===== src/rtl/wbb_pkg.sv =====
package wbb_pkg;
  // Line address comparison against the held entry
  function automatic logic line_match(input logic held, input logic [23:0] a,
                                      input logic [23:0] b);
    return held && (a == b);
  endfunction

  // True when beat index is the final beat of a line of the given length
  function automatic logic beat_final(input int unsigned beat,
                                      input int unsigned beats);
    return beat == beats - 1;
  endfunction
endpackage


===== src/rtl/wbb_store.sv =====
module wbb_store #(
  parameter int WORD_W = 32,
  parameter int BEATS  = 8,
  parameter int ADDR_W = 24,
  localparam int LINE_W = WORD_W * BEATS,
  localparam int BEAT_W = $clog2(BEATS)
) (
  input  logic              clk,
  input  logic              rst,
  input  logic              take,
  input  logic [ADDR_W-1:0] in_addr,
  input  logic [LINE_W-1:0] in_line,
  input  logic              beat_fire,
  output logic              held,
  output logic [ADDR_W-1:0] held_addr,
  output logic [LINE_W-1:0] held_line,
  output logic [BEAT_W-1:0] beat,
  output logic [WORD_W-1:0] beat_word,
  output logic              beat_last
);
  import wbb_pkg::*;

  logic              held_q;
  logic [ADDR_W-1:0] addr_q;
  logic [LINE_W-1:0] line_q;
  logic [BEAT_W-1:0] beat_q;

  assign beat_last = held_q && beat_final(32'(beat_q), BEATS);
  assign beat_word = line_q[32'(beat_q)*WORD_W +: WORD_W];

  always_ff @(posedge clk) begin
    if (rst) begin
      held_q <= 1'b0;
      beat_q <= '0;
    end else if (take) begin
      held_q <= 1'b1;
      beat_q <= '0;
    end else if (beat_fire) begin
      if (beat_last) begin
        held_q <= 1'b0;
        beat_q <= '0;
      end else begin
        beat_q <= beat_q + 1'b1;
      end
    end
  end

  always_ff @(posedge clk) begin
    if (take) begin
      addr_q <= in_addr;
      line_q <= in_line;
    end
  end

  assign held      = held_q;
  assign held_addr = addr_q;
  assign held_line = line_q;
  assign beat      = beat_q;

  AST_TAKE_ONLY_EMPTY: assert property (@(posedge clk) disable iff (rst)
    take |-> !held_q);
  AST_CONTENT_STABLE: assert property (@(posedge clk) disable iff (rst)
    (held_q && !take) |=> $stable(addr_q) && $stable(line_q));
endmodule


===== src/rtl/wbb_hazard.sv =====
module wbb_hazard #(
  parameter int ADDR_W = 24
) (
  input  logic              held,
  input  logic [ADDR_W-1:0] held_addr,
  input  logic              rd_req,
  input  logic [ADDR_W-1:0] rd_addr,
  input  logic              cap_valid,
  output logic              hit,
  output logic              mem_req,
  output logic              drain_ok,
  output logic              take,
  output logic              stall
);
  import wbb_pkg::*;

  assign hit      = rd_req && line_match(held, held_addr, rd_addr);
  assign mem_req  = rd_req && !hit;
  assign drain_ok = held && !mem_req;
  assign take     = cap_valid && !held;
  assign stall    = cap_valid && held;
endmodule


===== src/rtl/wbb_top.sv =====
module wbb_top #(
  parameter int WORD_W = 32,
  parameter int BEATS  = 8,
  parameter int ADDR_W = 24,
  localparam int LINE_W = WORD_W * BEATS,
  localparam int BEAT_W = $clog2(BEATS)
) (
  input  logic              clk,
  input  logic              rst,
  input  logic              cap_valid,
  input  logic [ADDR_W-1:0] cap_addr,
  input  logic [LINE_W-1:0] cap_line,
  output logic              cap_stall,
  input  logic              rd_req,
  input  logic [ADDR_W-1:0] rd_addr,
  output logic              fwd_hit,
  output logic [LINE_W-1:0] fwd_line,
  output logic              mem_rd_req,
  output logic [ADDR_W-1:0] mem_rd_addr,
  output logic              wr_valid,
  output logic [ADDR_W-1:0] wr_addr,
  output logic [BEAT_W-1:0] wr_beat,
  output logic [WORD_W-1:0] wr_data,
  output logic              wr_last,
  input  logic              wr_ack,
  output logic              line_held
);
  // Named internal events for the assertions
  logic              held;
  logic [ADDR_W-1:0] held_addr;
  logic [LINE_W-1:0] held_line;
  logic              take;
  logic              drain_ok;
  logic              beat_fire;
  logic              last_fire;

  wbb_hazard #(.ADDR_W(ADDR_W)) u_hazard (
    .held(held), .held_addr(held_addr), .rd_req(rd_req), .rd_addr(rd_addr),
    .cap_valid(cap_valid), .hit(fwd_hit), .mem_req(mem_rd_req),
    .drain_ok(drain_ok), .take(take), .stall(cap_stall)
  );

  assign beat_fire = drain_ok && wr_ack;
  assign last_fire = beat_fire && wr_last;

  wbb_store #(.WORD_W(WORD_W), .BEATS(BEATS), .ADDR_W(ADDR_W)) u_store (
    .clk(clk), .rst(rst), .take(take), .in_addr(cap_addr), .in_line(cap_line),
    .beat_fire(beat_fire), .held(held), .held_addr(held_addr),
    .held_line(held_line), .beat(wr_beat), .beat_word(wr_data),
    .beat_last(wr_last)
  );

  assign wr_valid    = drain_ok;
  assign wr_addr     = held_addr;
  assign fwd_line    = held_line;
  assign mem_rd_addr = rd_addr;
  assign line_held   = held;

  AST_READ_BEFORE_WRITE: assert property (@(posedge clk) disable iff (rst)
    wr_valid |-> !mem_rd_req);
  AST_HIT_NEEDS_LINE: assert property (@(posedge clk) disable iff (rst)
    fwd_hit |-> line_held);
  AST_BEAT_HOLD: assert property (@(posedge clk) disable iff (rst)
    (line_held && !beat_fire) |=> $stable(wr_beat) && $stable(wr_data));
  AST_BEAT_STEP: assert property (@(posedge clk) disable iff (rst)
    (beat_fire && !wr_last) |=> (wr_beat == $past(wr_beat) + 1'b1));
  AST_CLEAR_ON_LAST: assert property (@(posedge clk) disable iff (rst)
    last_fire |=> !line_held);
  AST_FILL_STARTS_AT_ZERO: assert property (@(posedge clk) disable iff (rst)
    take |=> line_held && (wr_beat == '0));
  AST_RESET_EMPTIES: assert property (@(posedge clk)
    rst |=> !line_held);
endmodule


===== config.mk =====
export PLATFORM = sky130hd
export DESIGN_NAME = wbb_top
export DESIGN_NICKNAME = d
export VERILOG_FILES = /design/src/rtl/wbb_pkg.sv /design/src/rtl/wbb_store.sv /design/src/rtl/wbb_hazard.sv /design/src/rtl/wbb_top.sv
export SDC_FILE = /design/constraint.sdc
export NUM_CORES = 1
export LEC_CHECK = 0
export BUFFER_PORTS_ARGS = -buffer_cell sky130_fd_sc_hd__clkbuf_2
export CELL_PAD_IN_SITES_DETAIL_PLACEMENT = 0
export CELL_PAD_IN_SITES_GLOBAL_PLACEMENT = 1
export CORE_AREA = 2 2 257 259
export DETAILED_ROUTE_END_ITERATION = 6
export DIE_AREA = 0 0 259 261
export PLACE_DENSITY_LB_ADDON = 0.2
export SLEW_MARGIN = 20
export SYNTH_ARGS = -nofsm -noshare
export SYNTH_HDL_FRONTEND = slang
export SYNTH_HIERARCHICAL = 1
export SYNTH_SLANG_ARGS = --single-unit

===== constraint.sdc =====
create_clock -name clk -period 48.9 [get_ports clk]
set_input_delay 9.78 -clock clk [delete_from_list [all_inputs] [get_ports clk]]
set_output_delay 9.78 -clock clk [all_outputs]
set_load 0.005 [all_outputs]

==> results.toml <==
[critical_path]
crit_required_ps = 39120
critPathCaptureType = "primary output"
path_buf_inv = 2
crit_top_cell = "clkbuf_2"
arrival_ps = 11220
crit_chain = "clkbuf_2 > xor2_1 > nor4_1 > nand4_1 > o41ai_2 > clkbuf_2"
worst_path_max_delay_cell = "o41ai_2"
crit_family = "simple AND/OR/NAND/NOR gates"
critPathKind = "input port to primary output"
cp_max_fo = 3
slowest_delay_ps = 410
start_kind = "input port"

[place]
gp_congestion = 0.798
port_buffers = 653
detailedPlace.worstSlack_ps = 27900
hpwl_um = 30500

[clock_network]
post_cts_buffers = 0
clk_latency_ps = 540
clockBufferDepth = 3
clk_pin_slew_ps = 60
cts-root-buf = "clkbuf_16"
cts_tree = "done"
cts_made_buffers = 37
h-tree-depth = 2
cts_hold_buffers = 0
cts_resized = 0
cts.sinks = 284

[cells_and_area]
final_cell_mix = "clkbuf_2, edfxtp_1, mux4_2, clkbuf_16, mux2_2"
fillers = 6843
final_common_cell = "clkbuf_2"
drive_above_1_share_pct = 69.7
post-route-util_pct = 25.0
areaGrowthSynthToFinish_pct = 47.6
fin_nets = 1447

[synthesis]
syn_inst = 479
synthDistinctLibCells = 26
synth_fp_nets = 790
avgSynthCellArea_um2 = 23.0
netlist_area_mm2 = 0.0110
synth-seq-area-share_pct = 77.2
ys_warn_count = 6
ys_ff_latch = 284

[drt]
first_iter_violations = 415
totalWireLength_um = 39900
post_drt_wl_per_cell_um = 19.7
vias = 7380
drc = 0
vias_per_cell = 3.64
firstDrtPassIters = 4
ant_nets = 0

[sta]
slew_viol_final = 0
setup_violations = 0
worst_slack_ps = 27900
fin_skew_ps = 24.4
post-route-period-util_pct = 42.9
fin_hold_ws_ps = 692
setup_tns_ps = 0
fmax_ghz = 0.0476
slew_headroom_pct = 27.7
hold_viol_final = 0
worst_pin_slew_ps = 1080
rsz0062_at_grt = "false"
min_period_ps = 21000

[floorplanning]
num_rows = 94
fp.coreArea_mm2 = 0.0650
chipWidth_um = 259
die_y_um = 261
pin_count = 654
initial_core_util_pct = 16.9
dieArea_mm2 = 0.0676

[min_path]
min_path_type = "flip-flop to flip-flop"

[pwr]
vdd_drop_max_mv = 0.0249
leakagePower_nw = 6.61
powerDensity_mw_per_mm2 = 36.9

[global_routing]
grt_util_all_layers_pct = 11.2
gr-total-overflow = 0
antenna_found_initial = 1
grt_pass1_vias = 8256
grt_max_degree = 79
grt_pass1_wl_um = 55400

[status]
outcome = "finished, final reports clean"

[job]
drv_cap = 0
==> cells by family (layout without fill, tap and decap cells) <==
family	count (synthesis)	in the layout	synth area share, %
flops	284	284	77.2
mux	98	98	16.6
buf+inv	45	727	2.73
xor+xnor	24	24	1.91
simple gates	21	21	1.01
compound gates	5	5	0.398
fa+ha+maj	2	2	0.227
other cells	0	2	0
==> layout make-up <==
class	count	area (um2)	area share, %
multi-input combinational	150	2220	13.7
antenna	2	5.00	0.0308
clock inverter	22	136	0.840
timing repair buffer	660	3320	20.5
clock buffer	42	966	5.95
sequential	284	8500	52.3
inverter	3	11.3	0.0694
tap	864	1080	6.66
==> sequential cells by signal, indices dropped and copies added (netlist names) <==
register / cells
u_store/beat: 3
u_store/held: 1
u_store/held_addr: 24
u_store/held_line: 256
==> routing by layer <==
| metal | wire length, um | vias up | global-route usage [%] | part of all wire (%) |
|---|---|---|---|---|
| met2 | 21200 | 353 | 20.5 | 53 |
| met3 | 3530 | 61 | 3.99 | 8.8 |
| met1 | 14100 | 3671 | 11.8 | 35 |
| li1 | - | 3295 | - | - |
| met5 | 0 | - | 0 | 0 |
| met4 | 1080 | 0 | 3.81 | 2.7 |
==> stage by stage <==
step                      cell area (um2)  total power (W)  instances
after floorplan                     11000         0.000324        479
after global placement              15100         0.000355       1961
after detailed placement            15100         0.000355       1961
after CTS                           16200         0.000612       2025
after global routing                16200         0.000624       2026
final                               16200         0.000599       2027
==> cell usage after synthesis <==
master	number	share of area, %
edfxtp_1	280	76
mux4_2	64	13
mux2_2	32	3.3
buf_4	24	1.6
xor2_1	21	1.7
clkbuf_1	9	0.31
nor4_1	6	0.34
buf_6	5	0.51
dfxtp_1	4	0.73
nand2_1	4	0.14
and2_1	3	0.17
buf_2	3	0.14
inv_1	3	0.10
nor3_1	3	0.14
xnor2_1	3	0.24
a21oi_1	2	0.091
ha_1	2	0.23
mux2i_1	2	0.18
nor2_1	2	0.068
a2bb2oi_1	1	0.080
buf_1	1	0.034
nand3_1	1	0.045
nand4_1	1	0.057
nor2b_1	1	0.057
o31a_1	1	0.080
o41ai_2	1	0.15
==> final timing paths <==
path	startpoint	endpoint	slack [ps]	depth (start not counted)
worst max-delay path	rd_addr[5]	wr_valid	27900	6
worst min register to register	u_store/held	u_store/held	690	2
worst min-delay path	u_store/held	u_store/held	690	2
worst max register to register	u_store/held	u_store/held_line[235]	45460	3
==> worst register-to-register path, delay by kind of cell (launching register included) <==
kind | cells | cell delay (ps)
buffers and inverters | 2 | 1790
DFF | 1 | 430
and+or+nand+nor | 1 | 720
==> report_power, final <==
group	leakage [nW]	internal, W	switching (W)
logic	3.36	0.0000270	0.0000253
clock network	0.537	0.000146	0.000105
registers	2.71	0.000287	0.00000896
(Power assumes the default switching activity.)
